File: src/rtl/auxdac_pkg.sv
`timescale 1ns/1ps
// Package: shared mode encoding, control word fields and the default
// profile formula. Assumes a 10-bit code field at the bottom of the word.
package auxdac_pkg;

    typedef enum logic [1:0] {
        MODE_IDLE = 2'b00,
        MODE_RX   = 2'b01,
        MODE_TX   = 2'b10,
        MODE_RSVD = 2'b11
    } op_mode_e;

    localparam int CW_WIDTH  = 16;
    localparam int CW_SEL_LO = 10;
    localparam int CW_RAMP   = 12;
    localparam int CW_EN     = 13;
    localparam int CW_DIR    = 14;

    // Cubic raised-cosine sample i of a table whose last index is last.
    function automatic int unsigned rc_sample(int unsigned i, int unsigned last,
                                              int unsigned full);
        longint num;
        longint den;
        den = longint'(last) * last * last;
        num = longint'(full) * (3 * longint'(i) * i * last - 2 * longint'(i) * i * i);
        return int'((num + den / 2) / den);
    endfunction

endpackage

File: src/rtl/auxdac_profile_ram.sv
`timescale 1ns/1ps
// Profile memory: 2**AW entries of DW bits. Reset loads the raised-cosine
// default. One write port and one asynchronous read port.
// Assumes the reset is held for at least one clock edge.
module auxdac_profile_ram #(
    parameter int DW = 10,
    parameter int AW = 6
) (
    input  logic          clk,
    input  logic          rst_n,
    input  logic          wr_en,
    input  logic [AW-1:0] wr_addr,
    input  logic [DW-1:0] wr_data,
    input  logic [AW-1:0] rd_addr,
    output logic [DW-1:0] rd_data
);
    import auxdac_pkg::*;

    localparam int DEPTH = 1 << AW;
    localparam int FULL  = (1 << DW) - 1;

    logic [DW-1:0] mem_q [DEPTH];

    // Reload the default shape on reset, else take host writes.
    always_ff @(posedge clk) begin
        if (!rst_n) begin
            for (int i = 0; i < DEPTH; i++) begin
                mem_q[i] <= DW'(rc_sample(i, DEPTH - 1, FULL));
            end
        end else if (wr_en) begin
            mem_q[wr_addr] <= wr_data;
        end
    end

    // Read the sample the sequencer points at.
    assign rd_data = mem_q[rd_addr];

    a_r5_write_lands: assert property (@(posedge clk) disable iff (!rst_n)
        wr_en |=> (mem_q[$past(wr_addr)] == $past(wr_data)));

endmodule

File: src/rtl/auxdac_chan_regs.sv
`timescale 1ns/1ps
// Channel registers: enable and static code per channel, plus the ramp
// mode flag of channel 0. Assumes the write strobe arriving here has
// already been filtered for illegal ramp requests.
module auxdac_chan_regs #(
    parameter int NCH = 4,
    parameter int DW  = 10
) (
    input  logic                    clk,
    input  logic                    rst_n,
    input  logic                    we,
    input  logic [$clog2(NCH)-1:0]  sel,
    input  logic                    en_bit,
    input  logic                    ramp_bit,
    input  logic [DW-1:0]           data,
    output logic [NCH-1:0][DW-1:0]  level,
    output logic [NCH-1:0]          enable,
    output logic                    ramp_mode
);
    localparam int SW = $clog2(NCH);

    for (genvar k = 0; k < NCH; k++) begin : g_ch
        // Load this channel's enable and code when it is addressed.
        always_ff @(posedge clk) begin
            if (!rst_n) begin
                level[k]  <= '0;
                enable[k] <= 1'b0;
            end else if (we && sel == SW'(k)) begin
                enable[k] <= en_bit;
                if (!(k == 0 && ramp_bit)) begin
                    level[k] <= data;
                end
            end
        end

        a_r2_other_stable: assert property (@(posedge clk) disable iff (!rst_n)
            (we && sel != SW'(k)) |=> ($stable(level[k]) && $stable(enable[k])));
    end

    // Channel 0 source select: static code or profile ramp.
    always_ff @(posedge clk) begin
        if (!rst_n) begin
            ramp_mode <= 1'b0;
        end else if (we && sel == '0) begin
            ramp_mode <= ramp_bit;
        end
    end

endmodule

File: src/rtl/auxdac_ramp_seq.sv
`timescale 1ns/1ps
// Ramp sequencer: walks the profile index up or down, one step per
// divider terminal count. Freezes on leaving transmit and during
// powersave. Assumes start is only raised in transmit mode.
module auxdac_ramp_seq #(
    parameter int AW = 6,
    parameter int RW = 16
) (
    input  logic          clk,
    input  logic          rst_n,
    input  logic          start,
    input  logic          dir_down,
    input  logic          cancel,
    input  logic          tx_mode,
    input  logic          powersave,
    input  logic [RW-1:0] rate_div,
    output logic [AW-1:0] idx,
    output logic          active,
    output logic          done,
    output logic          aborted
);
    localparam logic [AW-1:0] LAST = {AW{1'b1}};

    logic [RW-1:0] cnt_q;
    logic          down_q;
    logic [AW-1:0] idx_next;
    logic [AW-1:0] idx_end;

    // Next index and the end point of the current direction.
    always_comb begin
        idx_next = down_q ? idx - AW'(1) : idx + AW'(1);
        idx_end  = down_q ? '0 : LAST;
    end

    // Sequencer state: start, cancel, abort, pause and stepping.
    always_ff @(posedge clk) begin
        if (!rst_n) begin
            idx     <= '0;
            cnt_q   <= '0;
            down_q  <= 1'b0;
            active  <= 1'b0;
            done    <= 1'b0;
            aborted <= 1'b0;
        end else if (start) begin
            idx     <= dir_down ? LAST : '0;
            cnt_q   <= '0;
            down_q  <= dir_down;
            active  <= 1'b1;
            done    <= 1'b0;
            aborted <= 1'b0;
        end else if (cancel) begin
            active  <= 1'b0;
            done    <= 1'b0;
            aborted <= 1'b0;
        end else if (active) begin
            if (!tx_mode) begin
                active  <= 1'b0;
                aborted <= 1'b1;
            end else if (!powersave) begin
                if (cnt_q == rate_div) begin
                    cnt_q <= '0;
                    idx   <= idx_next;
                    if (idx_next == idx_end) begin
                        active <= 1'b0;
                        done   <= 1'b1;
                    end
                end else begin
                    cnt_q <= cnt_q + RW'(1);
                end
            end
        end
    end

    a_r8_done_not_active: assert property (@(posedge clk) disable iff (!rst_n)
        active |-> !done);

    a_r10_abort_freeze: assert property (@(posedge clk) disable iff (!rst_n)
        (active && !tx_mode && !start && !cancel) |=> (!active && aborted && $stable(idx)));

    a_r7_single_step: assert property (@(posedge clk) disable iff (!rst_n)
        (active && !start) |=> (idx == $past(idx) || idx == $past(idx) + AW'(1)
                                || idx == $past(idx) - AW'(1)));

    a_r11_pause: assert property (@(posedge clk) disable iff (!rst_n)
        (powersave && !start) |=> $stable(idx));

endmodule

File: src/rtl/auxdac_ctrl.sv
`timescale 1ns/1ps
// Top: four auxiliary DAC code outputs behind one control word port,
// with a profile ramp on channel 0. Outputs are digital codes only.
// Assumes op_mode and powersave are synchronous to clk.
module auxdac_ctrl #(
    parameter int NCH = 4,
    parameter int DW  = 10,
    parameter int AW  = 6,
    parameter int RW  = 16
) (
    input  logic               clk,
    input  logic               rst_n,
    input  logic               ctrl_we,
    input  logic [15:0]        ctrl_word,
    input  logic               prof_we,
    input  logic [AW-1:0]      prof_addr,
    input  logic [DW-1:0]      prof_data,
    input  logic [1:0]         op_mode,
    input  logic               powersave,
    input  logic [RW-1:0]      rate_div,
    output logic [NCH*DW-1:0]  dac_code,
    output logic               ramp_active,
    output logic               ramp_done,
    output logic               ramp_aborted
);
    import auxdac_pkg::*;

    localparam int SW = $clog2(NCH);

    logic [SW-1:0]          w_sel;
    logic                   w_ramp;
    logic                   w_en;
    logic                   w_dir;
    logic [DW-1:0]          w_data;
    logic                   is_tx;
    logic                   wr_ok;
    logic                   ramp_start;
    logic                   ramp_cancel;
    logic [NCH-1:0][DW-1:0] level;
    logic [NCH-1:0]         enable;
    logic                   ramp_mode;
    logic [AW-1:0]          ramp_idx;
    logic [DW-1:0]          prof_sample;

    // Split the control word and filter ramp requests outside transmit.
    always_comb begin
        w_sel       = ctrl_word[CW_SEL_LO +: SW];
        w_ramp      = ctrl_word[CW_RAMP];
        w_en        = ctrl_word[CW_EN];
        w_dir       = ctrl_word[CW_DIR];
        w_data      = ctrl_word[DW-1:0];
        is_tx       = (op_mode == MODE_TX);
        wr_ok       = ctrl_we && !(w_sel == '0 && w_ramp && !is_tx);
        ramp_start  = wr_ok && w_sel == '0 && w_ramp;
        ramp_cancel = wr_ok && w_sel == '0 && !w_ramp;
    end

    auxdac_chan_regs #(.NCH(NCH), .DW(DW)) u_regs (
        .clk       (clk),
        .rst_n     (rst_n),
        .we        (wr_ok),
        .sel       (w_sel),
        .en_bit    (w_en),
        .ramp_bit  (w_ramp),
        .data      (w_data),
        .level     (level),
        .enable    (enable),
        .ramp_mode (ramp_mode)
    );

    auxdac_ramp_seq #(.AW(AW), .RW(RW)) u_seq (
        .clk       (clk),
        .rst_n     (rst_n),
        .start     (ramp_start),
        .dir_down  (w_dir),
        .cancel    (ramp_cancel),
        .tx_mode   (is_tx),
        .powersave (powersave),
        .rate_div  (rate_div),
        .idx       (ramp_idx),
        .active    (ramp_active),
        .done      (ramp_done),
        .aborted   (ramp_aborted)
    );

    auxdac_profile_ram #(.DW(DW), .AW(AW)) u_ram (
        .clk     (clk),
        .rst_n   (rst_n),
        .wr_en   (prof_we),
        .wr_addr (prof_addr),
        .wr_data (prof_data),
        .rd_addr (ramp_idx),
        .rd_data (prof_sample)
    );

    for (genvar k = 0; k < NCH; k++) begin : g_out
        // Pick the channel source and force zero when disabled.
        always_comb begin
            if (!enable[k]) begin
                dac_code[k*DW +: DW] = '0;
            end else if (k == 0 && ramp_mode) begin
                dac_code[k*DW +: DW] = prof_sample;
            end else begin
                dac_code[k*DW +: DW] = level[k];
            end
        end
    end

    a_r9_no_ramp_outside_tx: assert property (@(posedge clk) disable iff (!rst_n)
        (ctrl_we && w_sel == '0 && w_ramp && !is_tx && !prof_we) |=> $stable(dac_code));

    a_r11_ps_hold: assert property (@(posedge clk) disable iff (!rst_n)
        (powersave && !ctrl_we && !prof_we) |=> $stable(dac_code));

endmodule

File: config.mk
export PLATFORM = sky130hd
export DESIGN_NAME = auxdac_ctrl
export DESIGN_NICKNAME = d
export VERILOG_FILES = /design/src/rtl/auxdac_pkg.sv /design/src/rtl/auxdac_profile_ram.sv /design/src/rtl/auxdac_chan_regs.sv /design/src/rtl/auxdac_ramp_seq.sv /design/src/rtl/auxdac_ctrl.sv
export SDC_FILE = /design/constraint.sdc
export NUM_CORES = 1
export LEC_CHECK = 0
export BUFFER_PORTS_ARGS = -buffer_cell sky130_fd_sc_hd__buf_2
export CAP_MARGIN = 20
export CORE_MARGIN = 3
export CORE_UTILIZATION = 40
export DETAILED_ROUTE_END_ITERATION = 7
export GPL_TIMING_DRIVEN = 0
export PLACE_DENSITY = 0.51
export SYNTH_ARGS = -nofsm -noshare
export SYNTH_HDL_FRONTEND = slang
export SYNTH_HIERARCHICAL = 1
export SYNTH_SLANG_ARGS = --single-unit
File: constraint.sdc
create_clock -name clk -period 4.17 [get_ports clk]
set_clock_uncertainty 0.2 [all_clocks]
set_input_delay 0.834 -clock clk [delete_from_list [all_inputs] [get_ports clk]]
set_output_delay 0.834 -clock clk [all_outputs]
set_load 0.05 [all_outputs]
==> run_results.csv, run 1 <==
group,metric,value,unit
outcome,outcome,"complete, but fails checks",
outcome,violations,"DRC, setup timing",
sta,max_freq,0.2299,GHz
sta,rsz0062_at_grt,"yes",
yosys,ys_top_cells_by_area,"edfxtp_1 58%, mux4_2 11%, and2_1 5.0%, or3_1 4.9%, dfxtp_1 4.3%",
cells_and_area,seqCellArea,0.02065,mm2
floorplanning,pin_count,98,
clock_network,clockBufferDepth,3,
yosys,seq_area_frac_synth,0.6236,
floorplanning,initial_utilization,0.4076,
clock_network,root_buffer,"clkbuf_16",
cells_and_area,nNetsFinal,2683,
job,cap_viol_max_count,0,
yosys,synth_simple_gate_area_share,0.1619,
floorplanning,std_cell_rows,104,
routing,drt_iter0_drc,2885,
cells_and_area,multiInputGateArea,0.01207,mm2
sta,worstMarginPinSlew,1.270,ns
place,place_ws,-0.9277,ns
floorplanning,die_x,293.7,um
routing,postRouteAntennaNets,0,
sta,finalWorstSetupSlack,-0.1792,ns
worst_setup_path,startpoint_type,"flop",
sta,period_share,1.043,
floorplanning,core_area,0.08120,mm2
yosys,yosys-mux-area-fraction,0.1432,
yosys,ys_types,64,
clock_network,path_clk_slew,0.06,ns
sta,setup_viol,10,
worst_setup_path,slowest_delay,0.53,ns
yosys,synth_edf_count,640,
sta,period_minus_slack,4.349,ns
yosys,synth.cell_area,0.03310,mm2
place,place_area,0.03560,mm2
clock_network,clock-sinks,711,
routing,vias_per_cell,6.133,
sta,fin_hold_ws,0.2557,ns
routing,via_count,22990,
routing,drt-pass1-iter-count,8,
routing,wl_per_cell,34.12,um
power,irDropWorstVdd,0.2375,mV
global_routing,antenna_found_initial,12,
yosys,synthAdderAreaFrac,0.002495,
floorplanning,die_area,0.08623,mm2
yosys,ys_ff_latch,711,
yosys,async_flop_share,0,
sta,finalMaxSlewViolations,0,
yosys,yosysMostFrequentCell,"edfxtp_1",
power,finalPower,16.49,mW
yosys,synth_common_cells,"640 x edfxtp_1, 263 x and2_1, 260 x or3_1",
worst_setup_path,cp_slowest_cell,"mux4_2",
worst_setup_path,critPathMaxFanout,8,
floorplanning,die_h,293.7,um
power,powerDensity,415.9,mW/mm2
cells_and_area,fillers,7091,
worst_hold_path,hold_class,"flop to flop",
worst_setup_path,cp_common_cell,"buf_16",
cells_and_area,area_growth,19.80,%
yosys,yosys_warnings,6,
yosys,synth.net_count,2418,
yosys,synth_top_area_frac,0.5807,
worst_setup_path,crit_required,3.14,ns
clock_network,htreeDepth,3,
worst_setup_path,crit_type,"flop to output pin",
sta,maxSlewHeadroom,0.1536,
yosys,synth_top_family_by_area,"simple AND/OR/NAND/NOR gates",
place,port_buffers,89,
yosys,yosys.area_share.xor_xnor,0.009791,
clock_network,cts_inserted_buffers,80,
sta,finalHoldViolCount,0,
clock_network,hold_buffers,0,
worst_setup_path,setup.worst_path.end_class,"output pin",
yosys,synthCells,2357,
clock_network,clk_latency,0.62,ns
power,leakagePower,13.04,nW
routing,wirelength,127900,um
global_routing,grt_pass1_wl,178100,um
worst_setup_path,crit_path_cell_trace,"buf_12 > buf_16 > buf_16 > mux4_2 > mux2i_4 > a21oi_4 > o21ai_4 > o31ai_4 > mux2i_1 > nor2b_2 > buf_6",
clock_network,tritoncts,"built",
place,dp_hpwl,91090,um
global_routing,grt_max_degree,14,
yosys,synth_top_area_cell,"edfxtp_1",
routing,drc,1,
yosys,ys.flop_type,"edfxtp_1",
cells_and_area,drive_gt1_frac,0.2321,
cells_and_area,final_cell_area,0.03965,mm2
global_routing,grt_pass1_vias,22920,
global_routing,grt_use_total,0.2976,
yosys,synth_compound_area_frac,0.02744,
global_routing,grt_overflow,0,
worst_setup_path,cp.arrival,3.32,ns
yosys,syn_area_per_cell,14.04,um2
place,place.gp.congestion,1.006,
cells_and_area,post-route-util,0.4884,
==> worst max-delay path, delay by kind of cell, from the launching register on <==
kind / cells / cell delay [ns]
AOI/OAI and AO/OA: 3 / 0.51
buffers and inverters: 4 / 0.64
DFF: 1 / 0.36
muxes: 3 / 1.07
and+or+nand+nor: 1 / 0.08
==> power breakdown <==
part,switching [mW],internal [mW]
registers,0.103,8.09
clock network,2.92,4.19
logic,0.822,0.369
==> cells in the final DEF, fill, tap and decap left out, types with 8 or more instances in the layout <==
master	netlist	layout
mux2i_1	92	67
a21oi_2	0	8
nor2_1	102	98
clkinv_1	1	24
nor3_1	53	53
buf_6	6	51
buf_2	27	89
o22ai_1	11	9
a21oi_1	21	11
o221ai_1	8	8
or3_1	260	260
clkinv_2	0	9
inv_1	11	11
nor2b_1	17	15
edfxtp_1	640	640
buf_12	0	15
nand3_1	20	19
buf_8	0	13
xnor2_1	32	32
or2_2	8	8
buf_4	10	53
or2_1	12	12
o21ai_1	12	61
mux2i_4	0	21
nand2_1	119	118
nand2b_1	17	16
dfxtp_1	71	68
and2_1	263	263
bufinv_16	0	8
clkbuf_16	0	85
clkbuf_1	184	178
mux4_2	169	169
and3_1	36	36
buf_16	0	8
==> cell type report <==
type / count / area share
diodes: 4 / 0.0002524
multi-input cells: 1398 / 0.3044
clock inverters: 47 / 0.01073
repair buffers: 184 / 0.03916
flip-flops and latches: 711 / 0.5207
inverters: 13 / 0.001231
well taps: 1060 / 0.03345
clock buffers: 97 / 0.05478
plain buffers: 234 / 0.03528
==> routing by layer <==
layer  routed length (um)  track usage  vias to the layer above
met4                 7719       0.1535                        2
met3                14280      0.07955                      324
met1                47980       0.3865                    11740
met5                   12            0                        -
met2                57890       0.4617                     1497
li1                     -            -                     9422
==> worst paths after layout <==
| path | from | end | slack, ns | cells past startpoint |
|---|---|---|---|---|
| hold / removal | u_regs/level[23] | u_regs/level[23] | 0.26 | 2 |
| setup reg to reg | u_seq/idx[0] | u_seq/done | 1.66 | 8 |
| setup / recovery | u_seq/idx[1] | dac_code[3] | -0.18 | 11 |
| hold reg to reg | u_regs/level[23] | u_regs/level[23] | 0.26 | 2 |
==> state kept, by name, summed over array words and instances, names as in the netlist <==
register / cells
u_regs/enable: 4
u_regs/level: 40
u_seq/done: 1
u_seq/active: 1
u_seq/idx: 6
u_regs/ramp_mode: 1
u_seq/aborted: 1
u_seq/down_q: 1
u_seq/cnt_q: 16
u_ram/mem_q: 640
==> metrics by stage <==
step	setup TNS [ns]	cells
global route	-1.984	3745
CTS	-1.377	3741
global placement	-507.30	3506
floorplan	0	2357
finish	-1.339	3748
detailed placement	-46.34	3576
==> cell families (layout without fill, tap and decap cells) <==
| group | after synthesis | count (layout) |
|---|---|---|
| AOI/OAI and AO/OA | 152 | 152 |
| xor gates and xnor gates | 37 | 37 |
| adders and majority gates | 6 | 6 |
| buffers and inverters | 248 | 575 |
| DFF | 711 | 711 |
| muxes | 262 | 262 |
| other | 0 | 4 |
| and+or+nand+nor | 941 | 941 |
==> timing repair <==
| item | 4_1_cts | 5_1_grt |
|---|---|---|
| resized for setup | 262 | 13 |
| pin swaps | 18 | 8 |
| setup endpoints to repair | 10 | 15 |
| cloned | 4 | 0 |
| setup buffers | 18 | 2 |
No activity file was read; power rests on OpenSTA's default activity.
==> inputs of run 2 (changes only) <==
- REMOVE_ABC_BUFFERS: default -> 1
==> run_results.csv, run 2 (synthesis results as in run 1) <==
group,metric,value,unit
cells_and_area,reg_top3,"u_ram/mem_q x640, u_regs/level x40, u_seq/cnt_q x16",
sta,maxSlewHeadroom,0.2518,
worst_setup_path,timing.rr.end,"u_seq/done",
cells_and_area,final_cell_mix,"640 x edfxtp_1, 263 x and2_1, 260 x or3_1",
power,seq_power_share,0.529,
power,p_comb_frac,0.065,
outcome,violations,"setup timing",
power,powerDensity,399.2,mW/mm2
cells_and_area,area_growth,17.21,%
job,cap_viol_max_count,0,
worst_setup_path,slowest_delay,0.53,ns
floorplanning,initial_utilization,0.4076,
power,p_int,12.00,mW
worst_setup_path,cp.arrival,3.43,ns
worst_setup_path,crit_family,"multiplexers",
global_routing,grt_overflow,0,
floorplanning,std_cell_rows,104,
worst_setup_path,setup.worst_path.end_class,"output pin",
floorplanning,core_area,0.08120,mm2
cells_and_area,mostFrequentLayoutCell,"edfxtp_1",
global_routing,grt_max_degree,112,
worst_setup_path,path_buf_inv,5,
routing,postRouteAntennaNets,0,
clock_network,root_buffer,"clkbuf_16",
clock_network,htreeDepth,3,
clock_network,cts_inserted_buffers,77,
worst_setup_path,rr_worst_depth,10,
worst_setup_path,critPathLaunch,"u_seq/idx[0]",
worst_setup_path,startpoint_type,"flop",
global_routing,grt_use_total,0.2284,
power,finalPower,15.49,mW
outcome,outcome,"complete, but fails checks",
worst_setup_path,r2r_start,"u_seq/idx[0]",
power,irDropWorstVdd,0.2863,mV
clock_network,clk_latency,0.61,ns
global_routing,antenna_found_initial,4,
place,port_buffers,96,
sta,period_minus_slack,4.459,ns
sta,period_share,1.069,
global_routing,grt_pass1_vias,21210,
clock_network,clockBufferDepth,3,
worst_setup_path,crit_required,3.14,ns
worst_setup_path,critical_path.endpoint,"dac_code[1]",
routing,drc,0,
clock_network,clock-sinks,711,
sta,timing.setup.tns,-2.334,ns
worst_hold_path,hold_class,"flop to flop",
power,switching_share,0.2251,
floorplanning,die_h,293.7,um
routing,drt_iter0_drc,1838,
power,clockPowerShare,0.406,
sta,rsz0062_at_grt,"yes",
place,place.gp.congestion,0.7674,
sta,max_freq,0.2242,GHz
clock_network,path_clk_slew,0.06,ns
worst_setup_path,rrSetupSlack,1.05,ns
clock_network,hold_buffers,0,
cells_and_area,nNetsFinal,2503,
sta,setup_viol,10,
cells_and_area,largest_reg_flops,640,
routing,wirelength,100100,um
floorplanning,die_area,0.08623,mm2
routing,drt-pass1-iter-count,5,
routing,vias_per_cell,5.821,
global_routing,grt_pass1_wl,145200,um
routing,wl_per_cell,28.15,um
routing,via_count,20700,
floorplanning,die_x,293.7,um
worst_setup_path,cp_num_cells,11,
cells_and_area,top_register,"u_ram/mem_q",
power,p_sw,3.485,mW
clock_network,tritoncts,"built",
cells_and_area,drive_gt1_frac,0.2321,
floorplanning,pin_count,98,
worst_setup_path,crit_path_cell_trace,"buf_16 > buf_16 > buf_12 > buf_8 > mux4_2 > mux4_2 > o2111ai_4 > o31ai_4 > mux2i_1 > nor2b_1 > buf_6",
sta,worstMarginPinSlew,1.115,ns
sta,finalMaxSlewViolations,0,
power,leakagePower,12.78,nW
place,dp_hpwl,60360,um
sta,finalWorstSetupSlack,-0.2895,ns
worst_setup_path,crit_type,"flop to output pin",
worst_setup_path,cp_slowest_cell,"mux4_2",
worst_setup_path,critPathMaxFanout,5,
cells_and_area,post-route-util,0.4778,
sta,finalHoldViolCount,0,
-- run 2: area by class of cell --
cell class / instances / area (um2)
clock inverter: 23 / 128.9
fill: 6994 / 42400
sequential: 711 / 20660
antenna: 1 / 2.502
multi-input combinational: 1398 / 11770
tap: 1060 / 1326
clock buffer: 109 / 2103
timing repair buffer: 241 / 2753
inverter: 13 / 48.80
-- run 2: worst min-delay path by stage --
stage | start | end | slack, ns | depth (start not counted)
final | u_regs/level[29] | u_regs/level[29] | 0.25 | 2
after global routing | u_regs/level[25] | u_regs/level[25] | 0.27 | 2
after CTS | u_regs/level[12] | u_regs/level[12] | 0.26 | 2
after detailed placement | u_regs/level[17] | u_regs/level[17] | 0.25 | 2
after global placement | u_regs/level[15] | u_regs/level[15] | 0.24 | 2
after floorplan | u_regs/level[10] | u_regs/level[10] | 0.23 | 2
-- run 2: power groups by stage --
stage | clock [mW] | sequential (mW) | combinational [mW]
6_report | 6.29 | 8.19 | 1.01
4_1_cts | 6.44 | 8.19 | 0.987
5_1_grt | 6.68 | 8.22 | 1.06
2_1_floorplan | 0 | 8.31 | 0.428
3_3_place_gp | 0 | 8.36 | 0.832
3_5_place_dp | 0 | 8.35 | 0.944
-- run 2: worst min-delay path, stage by stage (launching register included) --
cell,delay (ns)
dfxtp_1,0.30
nand2_1,0.05
mux2i_1,0.05
-- run 2: per-stage QoR --
stage	setup WS, ns	instance area [um2]	hold slack (ns)	instances
after floorplan	-4.082	32100	0.2301	2122
after global placement	-8.486	33910	0.2393	3278
after detailed placement	-0.8387	35240	0.2451	3370
after CTS	-0.3526	38280	0.2571	3529
after global routing	-0.3491	38790	0.2686	3555
final	-0.2895	38790	0.2529	3556
-- run 2: what timing repair did --
action                                  in CTS  in global routing
gates cloned                                13                  6
endpoints found under the setup margin      10                 10
resized for setup                           54                 33
buffers inserted                            14                 16
pin swaps                                    7                  9
-- run 2: routing by layer --
layer  part of all wire  GRT usage
met5            0.00013          0
met2               0.49     0.3845
met1               0.42     0.3118
met3              0.064    0.03374
met4              0.023    0.06110
==> inputs of run 3 (changes only) <==
- PLACE_DENSITY: 0.51 -> 0.53
- clock period: 4.17 -> 4.1 ns (I/O delays scaled with it)
==> run_results.csv, run 3 (synthesis results as in run 1) <==
group,metric,value,unit
worst_setup_path,critPathLaunch,"u_seq/idx[0]",
routing,wirelength,96890,um
sta,setup_viol,10,
routing,top_layer,"met4",
clock_network,clk_latency,0.60,ns
cells_and_area,reg_top3,"u_ram/mem_q x640, u_regs/level x40, u_seq/cnt_q x16",
cells_and_area,mostFrequentLayoutCell,"edfxtp_1",
job,cap_viol_max_count,0,
clock_network,tritoncts,"built",
sta,rsz0062_at_grt,"yes",
sta,fin_hold_ws,0.2555,ns
routing,vias_per_cell,5.765,
global_routing,grt_overflow,0,
clock_network,cts_inserted_buffers,76,
global_routing,grt_pass1_wl,142800,um
cells_and_area,area_growth,17.37,%
power,leakagePower,12.80,nW
routing,postRouteAntennaNets,0,
cells_and_area,fillers,7005,
worst_setup_path,r2r_start,"u_seq/idx[0]",
place,place_ws,-0.7926,ns
floorplanning,pin_count,98,
worst_setup_path,crit_type,"flop to output pin",
sta,worstMarginPinSlew,1.056,ns
worst_setup_path,startpoint_type,"flop",
cells_and_area,final_cell_mix,"640 x edfxtp_1, 263 x and2_1, 260 x or3_1",
worst_setup_path,critPathMaxFanout,5,
cells_and_area,largest_reg_flops,640,
routing,wl_met3,7456,um
sta,max_freq,0.2322,GHz
cells_and_area,seqCellArea,0.02066,mm2
place,place_area,0.03524,mm2
sta,finalHoldViolCount,0,
worst_hold_path,worstHoldStart,"u_regs/level[15]",
sta,finalMaxSlewViolations,0,
clock_network,path_clk_slew,0.06,ns
routing,drt_iter0_drc,1871,
clock_network,clock-sinks,711,
clock_network,root_buffer,"clkbuf_16",
floorplanning,core_area,0.08120,mm2
sta,finalWorstSetupSlack,-0.2063,ns
clock_network,clockBufferDepth,3,
worst_hold_path,hold_class,"flop to flop",
outcome,violations,"setup timing",
routing,met2_length,46450,um
global_routing,grt_use_total,0.2260,
cells_and_area,drive_gt1_frac,0.2378,
worst_setup_path,crit_required,3.08,ns
global_routing,antenna_found_initial,7,
routing,drt-met1-wl,39680,um
cells_and_area,nNetsFinal,2505,
place,dp_hpwl,58780,um
floorplanning,die_area,0.08623,mm2
cells_and_area,final_cell_area,0.03885,mm2
sta,period_share,1.050,
cells_and_area,multiInputGateArea,0.01185,mm2
routing,drt-pass1-iter-count,5,
power,powerDensity,407.3,mW/mm2
floorplanning,std_cell_rows,104,
floorplanning,die_h,293.7,um
clock_network,htreeDepth,3,
sta,period_minus_slack,4.306,ns
clock_network,hold_buffers,0,
routing,via_count,20530,
floorplanning,initial_utilization,0.4076,
global_routing,grt_pass1_vias,21070,
place,port_buffers,96,
outcome,outcome,"complete, but fails checks",
floorplanning,die_x,293.7,um
power,irDropWorstVdd,0.2263,mV
worst_setup_path,cp.arrival,3.29,ns
sta,maxSlewHeadroom,0.2963,
routing,wl_per_cell,27.22,um
place,place.gp.congestion,0.7650,
global_routing,grt_max_degree,110,
routing,drc,0,
cells_and_area,top_register,"u_ram/mem_q",
worst_setup_path,setup.worst_path.end_class,"output pin",
-- run 3: changes by cell type in the layout (fill, tap and decap cells not counted), moves of 5 or more --
cell / before / now
clkbuf_16: 84 / 79
clkbuf_1: 28 / 23
buf_4: 57 / 66
buf_12: 21 / 26
bufbuf_16: 9 / 3
-- run 3: cell type report --
class / count / share of cell area
Timing Repair Buffer: 244 / 0.06886
Clock inverter: 28 / 0.004863
Multi-Input combinational cell: 1398 / 0.3051
Inverter: 13 / 0.001256
Tap cell: 1060 / 0.03414
Antenna cell: 2 / 0.0001288
Sequential cell: 711 / 0.5318
Clock buffer: 104 / 0.05382
-- run 3: layer usage --
layer  vias up  GRT usage
met4         0    0.08520
met2       770     0.3678
met1     10540     0.2984
li1       9042          -
met5         -          0
met3       173    0.04981
-- run 3: path summary, 6_finish.rpt --
check / to / slack [ns] / cells past startpoint
max: dac_code[4] / -0.21 / 9
min: u_regs/level[15] / 0.26 / 2
max reg2reg: u_seq/done / 1.04 / 11
min reg2reg: u_regs/level[15] / 0.26 / 2
-- run 3: metrics by stage --
stage / total power, mW / instances / TNS, ns / utilization
final: 15.82 / 3560 / -1.062 / 0.4784
after global routing: 16.33 / 3558 / -2.034 / 0.4784
after CTS: 15.96 / 3550 / -1.480 / 0.4768
after detailed placement: 9.438 / 3371 / -9.743 / 0.4340
after global placement: 9.342 / 3278 / -4060.85 / 0.4176
after floorplan: 8.890 / 2122 / -60.26 / -
-- run 3: worst max-delay path, stage by stage (launching register included) --
cell and delay (ns):
dfxtp_4 0.38, buf_16 0.15, buf_16 0.13, mux4_2 0.55, mux4_2 0.53, o2111ai_4 0.30
o31ai_4 0.17, mux2i_1 0.19, nor2b_1 0.10, buf_6 0.16
-- run 3: report_power, final --
part           total (mW)  leakage [nW]  switching, mW  internal [mW]
combinational        1.02          4.84          0.656          0.366
sequential           8.33          6.84          0.102           8.22
clock                6.47          1.11           2.79           3.68
-- run 3: repair_timing --
item                                   in CTS  in global routing
cloned                                     10                  0
setup endpoints to repair                  10                 10
gates resized for setup                    97                 15
endpoints found under the hold margin       0                  0
setup buffers                              37                  7
pin swaps                                  19                 14
